<file path="config.mk">
export PLATFORM = sky130hd
export DESIGN_NAME = uart_rx_flags
export DESIGN_NICKNAME = d
export VERILOG_FILES = /design/src/rtl/rx_pkg.sv /design/src/rtl/rx_control.sv /design/src/rtl/rx_datapath.sv /design/src/rtl/uart_rx_flags.sv
export SDC_FILE = /design/constraint.sdc
export NUM_CORES = 1
export LEC_CHECK = 0
export BUFFER_PORTS_ARGS = -buffer_cell sky130_fd_sc_hd__buf_2
export CAP_MARGIN = 30
export CORE_UTILIZATION = 60
export DETAILED_ROUTE_END_ITERATION = 7
export GPL_ROUTABILITY_DRIVEN = 0
export PLACE_DENSITY_LB_ADDON = 0.12
export RECOVER_POWER = 50
export SETUP_SLACK_MARGIN = 0.2
export SYNTH_ARGS = -nofsm -noshare
export SYNTH_HDL_FRONTEND = slang
export SYNTH_SLANG_ARGS = --single-unit
</file>
<file path="constraint.sdc">
create_clock -name clk -period 4.8 [get_ports clk]
set_input_delay 0.48 -clock clk [delete_from_list [all_inputs] [get_ports clk]]
set_output_delay 0.48 -clock clk [all_outputs]
set_load 0.02 [all_outputs]
</file>
<file path="src/rtl/rx_pkg.sv">
package rx_pkg;
  typedef enum logic [2:0] {
    ST_IDLE, ST_START, ST_DATA, ST_PAR, ST_STOP
  } rxState_t;

  typedef struct packed {
    logic shiftEn;
    logic parEn;
    logic finishEn;
  } rxCtl_t;

  localparam logic [1:0] PAR_NONE = 2'd0;
  localparam logic [1:0] PAR_EVEN = 2'd1;
  localparam logic [1:0] PAR_ODD  = 2'd2;
  localparam logic [1:0] PAR_ZERO = 2'd3;
endpackage

</file>
<file path="src/rtl/rx_control.sv">
module rx_control
  import rx_pkg::*;
#(
  parameter int TICKS_PER_BIT = 16,
  parameter int MAX_BITS      = 8
) (
  input  logic       clk,
  input  logic       rstN,
  input  logic       baseTick,
  input  logic       filtLine,
  input  logic       charLen8,
  input  logic [1:0] parityMode,
  output rxCtl_t     ctl
);
  localparam int CW   = $clog2(TICKS_PER_BIT);
  localparam int BW   = $clog2(MAX_BITS + 1);
  localparam int HALF = TICKS_PER_BIT / 2;

  rxState_t        state;
  logic [CW-1:0]   tickCnt;
  logic [BW-1:0]   bitCnt;
  logic [BW-1:0]   lastBit;
  logic            bitEnd;
  logic            midStart;

  assign lastBit  = charLen8 ? BW'(MAX_BITS - 1) : BW'(MAX_BITS - 2);
  assign bitEnd   = baseTick && (tickCnt == CW'(TICKS_PER_BIT - 1));
  assign midStart = baseTick && (tickCnt == CW'(HALF - 1));

  always_comb begin
    ctl          = '0;
    ctl.shiftEn  = (state == ST_DATA) && bitEnd;
    ctl.parEn    = (state == ST_PAR)  && bitEnd;
    ctl.finishEn = (state == ST_STOP) && bitEnd;
  end

  always_ff @(posedge clk) begin
    if (!rstN) begin
      state   <= ST_IDLE;
      tickCnt <= '0;
      bitCnt  <= '0;
    end else begin
      case (state)
        ST_IDLE: begin
          if (baseTick && !filtLine) begin
            state   <= ST_START;
            tickCnt <= '0;
          end
        end
        ST_START: begin
          if (midStart) begin
            tickCnt <= '0;
            bitCnt  <= '0;
            state   <= filtLine ? ST_IDLE : ST_DATA;
          end else if (baseTick) begin
            tickCnt <= tickCnt + 1'b1;
          end
        end
        default: begin
          if (bitEnd) begin
            tickCnt <= '0;
            case (state)
              ST_DATA: begin
                if (bitCnt == lastBit)
                  state <= (parityMode != PAR_NONE) ? ST_PAR : ST_STOP;
                else
                  bitCnt <= bitCnt + 1'b1;
              end
              ST_PAR:  state <= ST_STOP;
              default: state <= ST_IDLE;
            endcase
          end else if (baseTick) begin
            tickCnt <= tickCnt + 1'b1;
          end
        end
      endcase
    end
  end
endmodule

</file>
<file path="src/rtl/rx_datapath.sv">
module rx_datapath
  import rx_pkg::*;
#(
  parameter int MAX_BITS = 8
) (
  input  logic                clk,
  input  logic                rstN,
  input  logic                baseTick,
  input  logic                rxLine,
  input  rxCtl_t              ctl,
  input  logic                charLen8,
  input  logic [1:0]          parityMode,
  input  logic                bufRead,
  input  logic                statRead,
  output logic                filtLine,
  output logic [MAX_BITS-1:0] rxData,
  output logic                bufFull,
  output logic [2:0]          errStatus,
  output logic                rxDone,
  output logic                rxErrIrq
);
  logic                sampReg;
  logic [MAX_BITS-1:0] shiftReg;
  logic                parBit;
  logic [MAX_BITS-1:0] frameData;
  logic                expPar;
  logic [2:0]          newFlags;

  // Two-sample agreement filter
  always_ff @(posedge clk) begin
    if (!rstN) begin
      sampReg  <= 1'b1;
      filtLine <= 1'b1;
    end else if (baseTick) begin
      sampReg <= rxLine;
      if (rxLine == sampReg) filtLine <= rxLine;
    end
  end

  always_ff @(posedge clk) begin
    if (!rstN) begin
      shiftReg <= '0;
      parBit   <= 1'b0;
    end else begin
      if (ctl.shiftEn) shiftReg <= {filtLine, shiftReg[MAX_BITS-1:1]};
      if (ctl.parEn)   parBit   <= filtLine;
    end
  end

  assign frameData = charLen8 ? shiftReg : {1'b0, shiftReg[MAX_BITS-1:1]};

  always_comb begin
    case (parityMode)
      PAR_EVEN: expPar = ^frameData;
      PAR_ODD:  expPar = ~^frameData;
      default:  expPar = 1'b0;
    endcase
    newFlags = '0;
    if (ctl.finishEn) begin
      newFlags[0] = (parityMode != PAR_NONE) && (parBit != expPar);
      newFlags[1] = !filtLine;
      newFlags[2] = bufFull && !bufRead;
    end
  end

  always_ff @(posedge clk) begin
    if (!rstN) begin
      rxData    <= '0;
      bufFull   <= 1'b0;
      errStatus <= '0;
      rxDone    <= 1'b0;
      rxErrIrq  <= 1'b0;
    end else begin
      errStatus <= (statRead ? 3'b000 : errStatus) | newFlags;
      rxDone    <= ctl.finishEn && (newFlags == 3'b000);
      rxErrIrq  <= ctl.finishEn && (newFlags != 3'b000);
      if (ctl.finishEn) begin
        rxData  <= frameData;
        bufFull <= 1'b1;
      end else if (bufRead) begin
        bufFull <= 1'b0;
      end
    end
  end
endmodule

</file>
<file path="src/rtl/uart_rx_flags.sv">
module uart_rx_flags
  import rx_pkg::*;
#(
  parameter int TICKS_PER_BIT = 16,
  parameter int MAX_BITS      = 8
) (
  input  logic                clk,
  input  logic                rstN,
  input  logic                baseTick,
  input  logic                rxLine,
  input  logic                charLen8,
  input  logic [1:0]          parityMode,
  input  logic                bufRead,
  input  logic                statRead,
  output logic [MAX_BITS-1:0] rxData,
  output logic                bufFull,
  output logic [2:0]          errStatus,
  output logic                rxDone,
  output logic                rxErrIrq
);
  rxCtl_t ctl;
  logic   filtLine;

  rx_control #(.TICKS_PER_BIT(TICKS_PER_BIT), .MAX_BITS(MAX_BITS)) u_ctrl (
    .clk(clk), .rstN(rstN), .baseTick(baseTick), .filtLine(filtLine),
    .charLen8(charLen8), .parityMode(parityMode), .ctl(ctl)
  );

  rx_datapath #(.MAX_BITS(MAX_BITS)) u_dp (
    .clk(clk), .rstN(rstN), .baseTick(baseTick), .rxLine(rxLine), .ctl(ctl),
    .charLen8(charLen8), .parityMode(parityMode), .bufRead(bufRead),
    .statRead(statRead), .filtLine(filtLine), .rxData(rxData),
    .bufFull(bufFull), .errStatus(errStatus), .rxDone(rxDone),
    .rxErrIrq(rxErrIrq)
  );
endmodule

</file>
Yosys cells after proc, flatten, opt, wreduce, memory -nomap -nowiden
Cells that the tools add are included.

Register bits after elaboration: 36. Input port bits: 9. Output and inout port bits: 14. Logic and storage cells: 81.

$add $sub $neg: 2. Equal/unequal tests: 15. Muxes and demuxes: 25. Bitwise logic cells: 2. Reductions and logical operators: 25.

Operators with widths (number): $mux W4 (8); $mux W3 (7); $pmux W4 S2 (2); $pmux W3 S2 (2); $logic_and A1 B1 Y1 (10); $add A4 B1 Y4 const B (2); $mux W8 (1); $reduce_bool A2 Y1 (4); $reduce_xnor A8 Y1 (1); $reduce_xor A8 Y1 (1); $eq A3 B2 Y1 const B (2); $logic_not A3 Y1 (2); $reduce_bool A3 Y1 (2); $reduce_and A5 Y1 (1); $eq A4 B3 Y1 const B (1); $eq A4 B4 Y1 (1); $eq A4 B4 Y1 const B (1); $ne A2 B1 Y1 const B (2); $ne A4 B4 Y1 const B (1); $reduce_and A4 Y1 (1); $eq A3 B1 Y1 const B (1); $eq A3 B3 Y1 const B (1); $mux W1 (3); $or A3 B3 Y3 (1); other kinds (10) (11).

Logic depth before layout (Yosys ltp)
Depth after elaboration: 8. Mapped depth: 8.

By module
Synthesis repeated with hierarchy kept, for this count alone.

Cell total of the unflattened synthesis: 199. Area total of the unflattened synthesis: 1791.7 um^2.

By module, submodules not included: rx_datapath (instances 1, cells each 112, area each 1106.1 um^2, seq. area each 500.5 um^2); rx_control (instances 1, cells each 87, area each 685.7 um^2, seq. area each 220.2 um^2).

Worst setup path after synthesis
Ideal clock, no wire load.

Kind: input to register. Start point: input port charLen8. End point: register u_dp.rxErrIrq. Setup time: 0.074 ns. Arrival: 1.820 ns. Path slack: 2.906 ns. Stages on the path: 7. Buffers on the path: 1. Path through: buf_6 -> and2_4 -> xnor3_1 -> xnor2_2 -> mux2i_1 -> nor2_1 -> a31oi_1.

Cells in the longest elaborated chain, start to end: 8. Elaborated cells between the ends (all ways): 9. Classes of those cells: eq/ne: 1; mux: 3; reduce/logical: 5.

Ends and longest elaborated chain: from (decl) (RTL line uart_rx_flags.sv:11) `input logic charLen8,`; $mux W8 (*) (RTL line rx_datapath.sv:50) `assign frameData = charLen8 ? shiftReg : {1'b0, shiftReg[MAX_BITS-1:1]};`; $reduce_xnor A8 Y1 or $reduce_xor A8 Y1 (tied branches) (RTL line rx_datapath.sv:55, rx_datapath.sv:54); $pmux W1 S2 (*) (RTL line rx_datapath.sv:53) `case (parityMode)`; $ne A1 B1 Y1 (*) (RTL line rx_datapath.sv:60) `newFlags[0] = (parityMode != PAR_NONE) && (parBit != expPar);`; $logic_and A1 B1 Y1 (*) (RTL line rx_datapath.sv:60); $mux W3 (*) (RTL line rx_datapath.sv:59) `if (ctl.finishEn) begin`; $reduce_bool A3 Y1 (*) (RTL line rx_datapath.sv:76) `rxErrIrq <= ctl.finishEn && (newFlags != 3'b000);`; $logic_and A1 B1 Y1 (*) (RTL line rx_datapath.sv:76); to (signal assigned) (RTL line rx_datapath.sv:76); to (decl) (RTL line rx_datapath.sv:20) `output logic rxErrIrq`.

Mark *: on every way between the ends. The rest lies on a longest branch, timed or not. A chain may end at the register's enable or synchronous reset.

Worst setup path after layout
Start point: register u_ctrl.tickCnt[0]. End point: register u_dp.rxDone.

Cells in the longest elaborated chain, start to end: 6.

Ends and longest elaborated chain: from (decl) (RTL line rx_control.sv:20) `logic [CW-1:0] tickCnt;`; from (signal assigned) (RTL line rx_control.sv:56) `tickCnt <= tickCnt + 1'b1;`; from (signal assigned) (RTL line rx_control.sv:73) `tickCnt <= tickCnt + 1'b1;`; $eq A4 B4 Y1 (*) (RTL line rx_control.sv:27) `assign bitEnd = baseTick && (tickCnt == CW'(TICKS_PER_BIT - 1));`; $logic_and A1 B1 Y1 (*) (RTL line rx_control.sv:27); $logic_and A1 B1 Y1 (*) (RTL line rx_control.sv:34) `ctl.finishEn = (state == ST_STOP) && bitEnd;`; $mux W3 (RTL line rx_datapath.sv:59); $logic_not A3 Y1 (RTL line rx_datapath.sv:75) `rxDone <= ctl.finishEn && (newFlags == 3'b000);`; $logic_and A1 B1 Y1 (*) (RTL line rx_datapath.sv:75); to (signal assigned) (RTL line rx_datapath.sv:75); to (decl) (RTL line rx_datapath.sv:19) `output logic rxDone,`.

Marked as above.

==> results.yml <==
cells_and_area:
  num-nets-final: 217
  fin_area_um2: 1904
  post_route_cells_drive_above_1_share_pct: 9.662
  number_of_diodes_added_for_antenna_fixing: 0
  area_growth_syn_to_layout_pct: 8.097
critical_path:
  critical_path.reg2reg.endpoint: "u_dp.rxDone"
  worstSetupEndpointType: "flip-flop"
  critical_path_required_ps: 5050
  timing_worst_setup_path_type: "reg -> reg"
  worst-path-max-fanout: 15
  arrival_ps: 2400
  timing.critical_path.cells: "ha_1 > nand3_1 > nor2_1 > and3_1 > nand2_1 > nor4_2"
  worstSetupStartpointType: "flip-flop"
  max_stage_delay_ps: 520
  setup.reg_to_reg.worst_slack_ps: 2650
  cpMaxStageDelayCell: "sky130_fd_sc_hd__and3_1"
  regToRegStartpoint: "u_ctrl.tickCnt[0]"
  worstRegToRegCells: 6
routing:
  drtIter0Drc: 44
  avgViaCountPerCell: 5.693
  detail_route.drc_violations: 0
  total_iterations_of_the_first_detailed_routing_run: 4
  postRouteAntennaNets: 0
  average_wire_length_per_cell_after_detail_routing_um: 13.26
  detailroute.via_count: 1355
  routed_wirelength_um: 3156
synthesis:
  synth.net_count: 198
  synth.lib_cells_used.distinct: 46
  async_flop_share_pct: 0
  synth_enable_flop_cells: 0
  synth_cells: 187
  post_synth_and_or_nand_nor_area_fraction_pct: 21.95
  ys_ff_latch: 36
  yosys_warnings: 0
  synth.yosys.seq_area_share_pct: 40.91
  main_combinational_cell_family_by_area_after_synthesis: "simple AND/OR/NAND/NOR gates"
  post_synth_mux_area_share_pct: 10.80
  yosys.area_share.adder_pct: 1.420
  post_synth_xor_area_fraction_pct: 7.173
  synth_compound_area_share_pct: 13.78
  syn_area_per_cell_um2: 9.421
  yosys_most_used_dff: "sky130_fd_sc_hd__dfxtp_1"
  netlist_area_before_placement_um2: 1762
min_path:
  hold_path_end: "u_dp.sampReg"
  worst_hold_startpoint: "rxLine"
  min_path_cells: 3
  hold_class: "in -> reg"
pwr:
  irDropWorstVdd_mv: 0.2270
  power_density_over_the_cells_nw_per_um2: 258.1
  total_power_mw: 0.4914
  leakage_nw: 0.7580
run:
  maxCapViolations: 0
cts:
  clk-insertion-delay-late_ps: 340
  ctsHtreeMaxLevel: 2
  cts_tree: "yes"
  worst_case_clock_buffer_depth: 2
  cts_num_sinks: 36
  cts.root.buffer_cell: "sky130_fd_sc_hd__clkbuf_4"
  clkSlewWorstSetupHoldPaths_ps: 100
  cts-hold-fix-buffers: 0
  post_cts.resized_instances: 0
  clock_buffers_created_by_tritoncts: 5
  cts_setup_buffers: 0
timing:
  worst_pin_slew_ps: 1104
  clock-skew-final_ps: 6.175
  fin_crit_sh_pct: 44.84
  timing.slew.headroom_pct: 26.39
  timing.setup.tns_ps: 0
  max_clock_freq_ghz: 0.4646
  drv_slew: 0
  final_min_period_ps: 2153
  hold_viol: 0
  timing.hold.ws_ps: 391.6
  grt_setup_unrepaired: "false"
  report.final.setup_viol: 0
placed_design:
  hpwlAfterDp_um: 2232
  placement.cell_area_um2: 1873
  port_buffers: 22
floorplan:
  floorplan.die.height_um: 56.19
  ioPinCount: 23
  die-width_um: 56.19
  floorplan.initialDensity_pct: 63.88
  coreArea_um2: 2758
  die_area_um2: 3157
  row_count: 19
global_routing:
  grt_pass1_vias: 1218
  grt_overflow: 0
  grt_antenna_before_repair: 0
  pin_count_of_the_biggest_net_entering_global_routing: 32
  grt_pass1_wl_um: 5257
  grt_use_total_pct: 21.63
status:
  status: "completed"
## synthesized netlist by cell type, types with 2 or more instances
master,instances,area [um2]
sky130_fd_sc_hd__nand4_1,2,12.51
sky130_fd_sc_hd__buf_2,2,10.01
sky130_fd_sc_hd__dfxtp_1,36,720.7
sky130_fd_sc_hd__or3b_2,2,17.52
sky130_fd_sc_hd__nor3b_1,2,15.01
sky130_fd_sc_hd__o211a_1,7,70.07
sky130_fd_sc_hd__o31ai_1,2,15.01
sky130_fd_sc_hd__a21oi_1,4,20.02
sky130_fd_sc_hd__nor3_1,2,10.01
sky130_fd_sc_hd__o22ai_1,2,12.51
sky130_fd_sc_hd__and2_1,2,12.51
sky130_fd_sc_hd__nand2b_1,3,18.77
sky130_fd_sc_hd__nor2b_1,12,75.07
sky130_fd_sc_hd__inv_1,5,18.77
sky130_fd_sc_hd__mux2i_1,19,190.2
sky130_fd_sc_hd__a21boi_0,3,22.52
sky130_fd_sc_hd__o21ai_0,3,15.01
sky130_fd_sc_hd__and3b_1,2,17.52
sky130_fd_sc_hd__nor2_1,12,45.04
sky130_fd_sc_hd__xnor2_1,6,52.55
sky130_fd_sc_hd__a21boi_1,2,15.01
sky130_fd_sc_hd__nand2_1,18,67.56
sky130_fd_sc_hd__ha_1,2,25.02
sky130_fd_sc_hd__clkbuf_1,7,26.28
sky130_fd_sc_hd__nand3_1,3,15.01
sky130_fd_sc_hd__xor2_1,4,35.03
sky130_fd_sc_hd__or3_1,2,12.51
sky130_fd_sc_hd__o21a_1,2,15.01
sky130_fd_sc_hd__a211o_1,2,17.52
## where the power goes
part | total (mW) | switching, mW | internal [mW]
logic | 0.0211 | 0.0116 | 0.00950
clock network | 0.169 | 0.0966 | 0.0723
registers | 0.301 | 0.00170 | 0.300
total | 0.491 | 0.110 | 0.381
## worst max-delay path, delay by kind of cell, from the launching register on
family                   cells  cell delay [ps]
adder cells (fa/ha/maj)      1              180
flip-flops                   1              380
AND/OR/NAND/NOR              5             1510
## metrics by stage
stage,setup WS (ps),util [%],cells
3_3_place_gp,2514,67.65,229
5_1_grt,2479,69.06,238
4_1_cts,2656,70.05,238
3_5_place_dp,2606,67.92,230
2_1_floorplan,2906,-,187
6_report,2647,69.06,238
## layout make-up
type / instances / area (um2)
Sequential cell: 36 / 720.7
Timing Repair Buffer: 23 / 98.84
Inverter: 5 / 18.77
Multi-Input combinational cell: 135 / 968.4
Clock buffer: 8 / 58.81
Fill cell: 238 / 853.3
Tap cell: 31 / 38.79
## cells by family (layout without fill, tap and decap cells)
kind of cell / Yosys count / in the layout
muxes: 19 / 19
adders and majority gates: 2 / 2
AOI/OAI and AO/OA: 32 / 32
and+or+nand+nor: 70 / 70
DFF: 36 / 36
xor gates and xnor gates: 12 / 12
buffers and inverters: 16 / 36
## registers in the layout, indices dropped and copies added (netlist names), 3 cells and up
signal	cells
u_ctrl.bitCnt	4
u_ctrl.state	3
u_ctrl.tickCnt	4
u_dp.errStatus	3
u_dp.rxData	8
u_dp.shiftReg	8
## cells in the final DEF (no fill, tap or decap), types with 3 or more instances in the layout
cell type / instances
sky130_fd_sc_hd__dfxtp_1: 36
sky130_fd_sc_hd__mux2i_1: 19
sky130_fd_sc_hd__nand2_1: 18
sky130_fd_sc_hd__clkbuf_1: 17
sky130_fd_sc_hd__nor2_1: 12
sky130_fd_sc_hd__nor2b_1: 12
sky130_fd_sc_hd__o211a_1: 7
sky130_fd_sc_hd__buf_2: 7
sky130_fd_sc_hd__xnor2_1: 6
sky130_fd_sc_hd__inv_1: 5
sky130_fd_sc_hd__clkbuf_4: 5
sky130_fd_sc_hd__xor2_1: 4
sky130_fd_sc_hd__a21oi_1: 4
sky130_fd_sc_hd__nand3_1: 3
sky130_fd_sc_hd__nand2b_1: 3
sky130_fd_sc_hd__o21ai_0: 3
sky130_fd_sc_hd__a21boi_0: 3
## layer usage
metal	track usage [%]	routed length [um]
met5	0	0
met4	8.014	43
met3	7.907	174
met1	27.58	1506
met2	33.50	1432
## worst max-delay path by stage
| stage | from | end | slack, ps |
|---|---|---|---|
| final | u_ctrl.tickCnt[0] | u_dp.rxDone | 2650 |
| after CTS | u_ctrl.tickCnt[0] | u_dp.rxDone | 2660 |
| after global routing | u_ctrl.tickCnt[0] | u_dp.rxDone | 2480 |
| after floorplan | charLen8 | u_dp.rxErrIrq | 2910 |
| after global placement | baseTick | u_ctrl.bitCnt[0] | 2510 |
| after detailed placement | baseTick | u_dp.rxDone | 2610 |
Note: power is estimated with default switching activity, not from simulation.
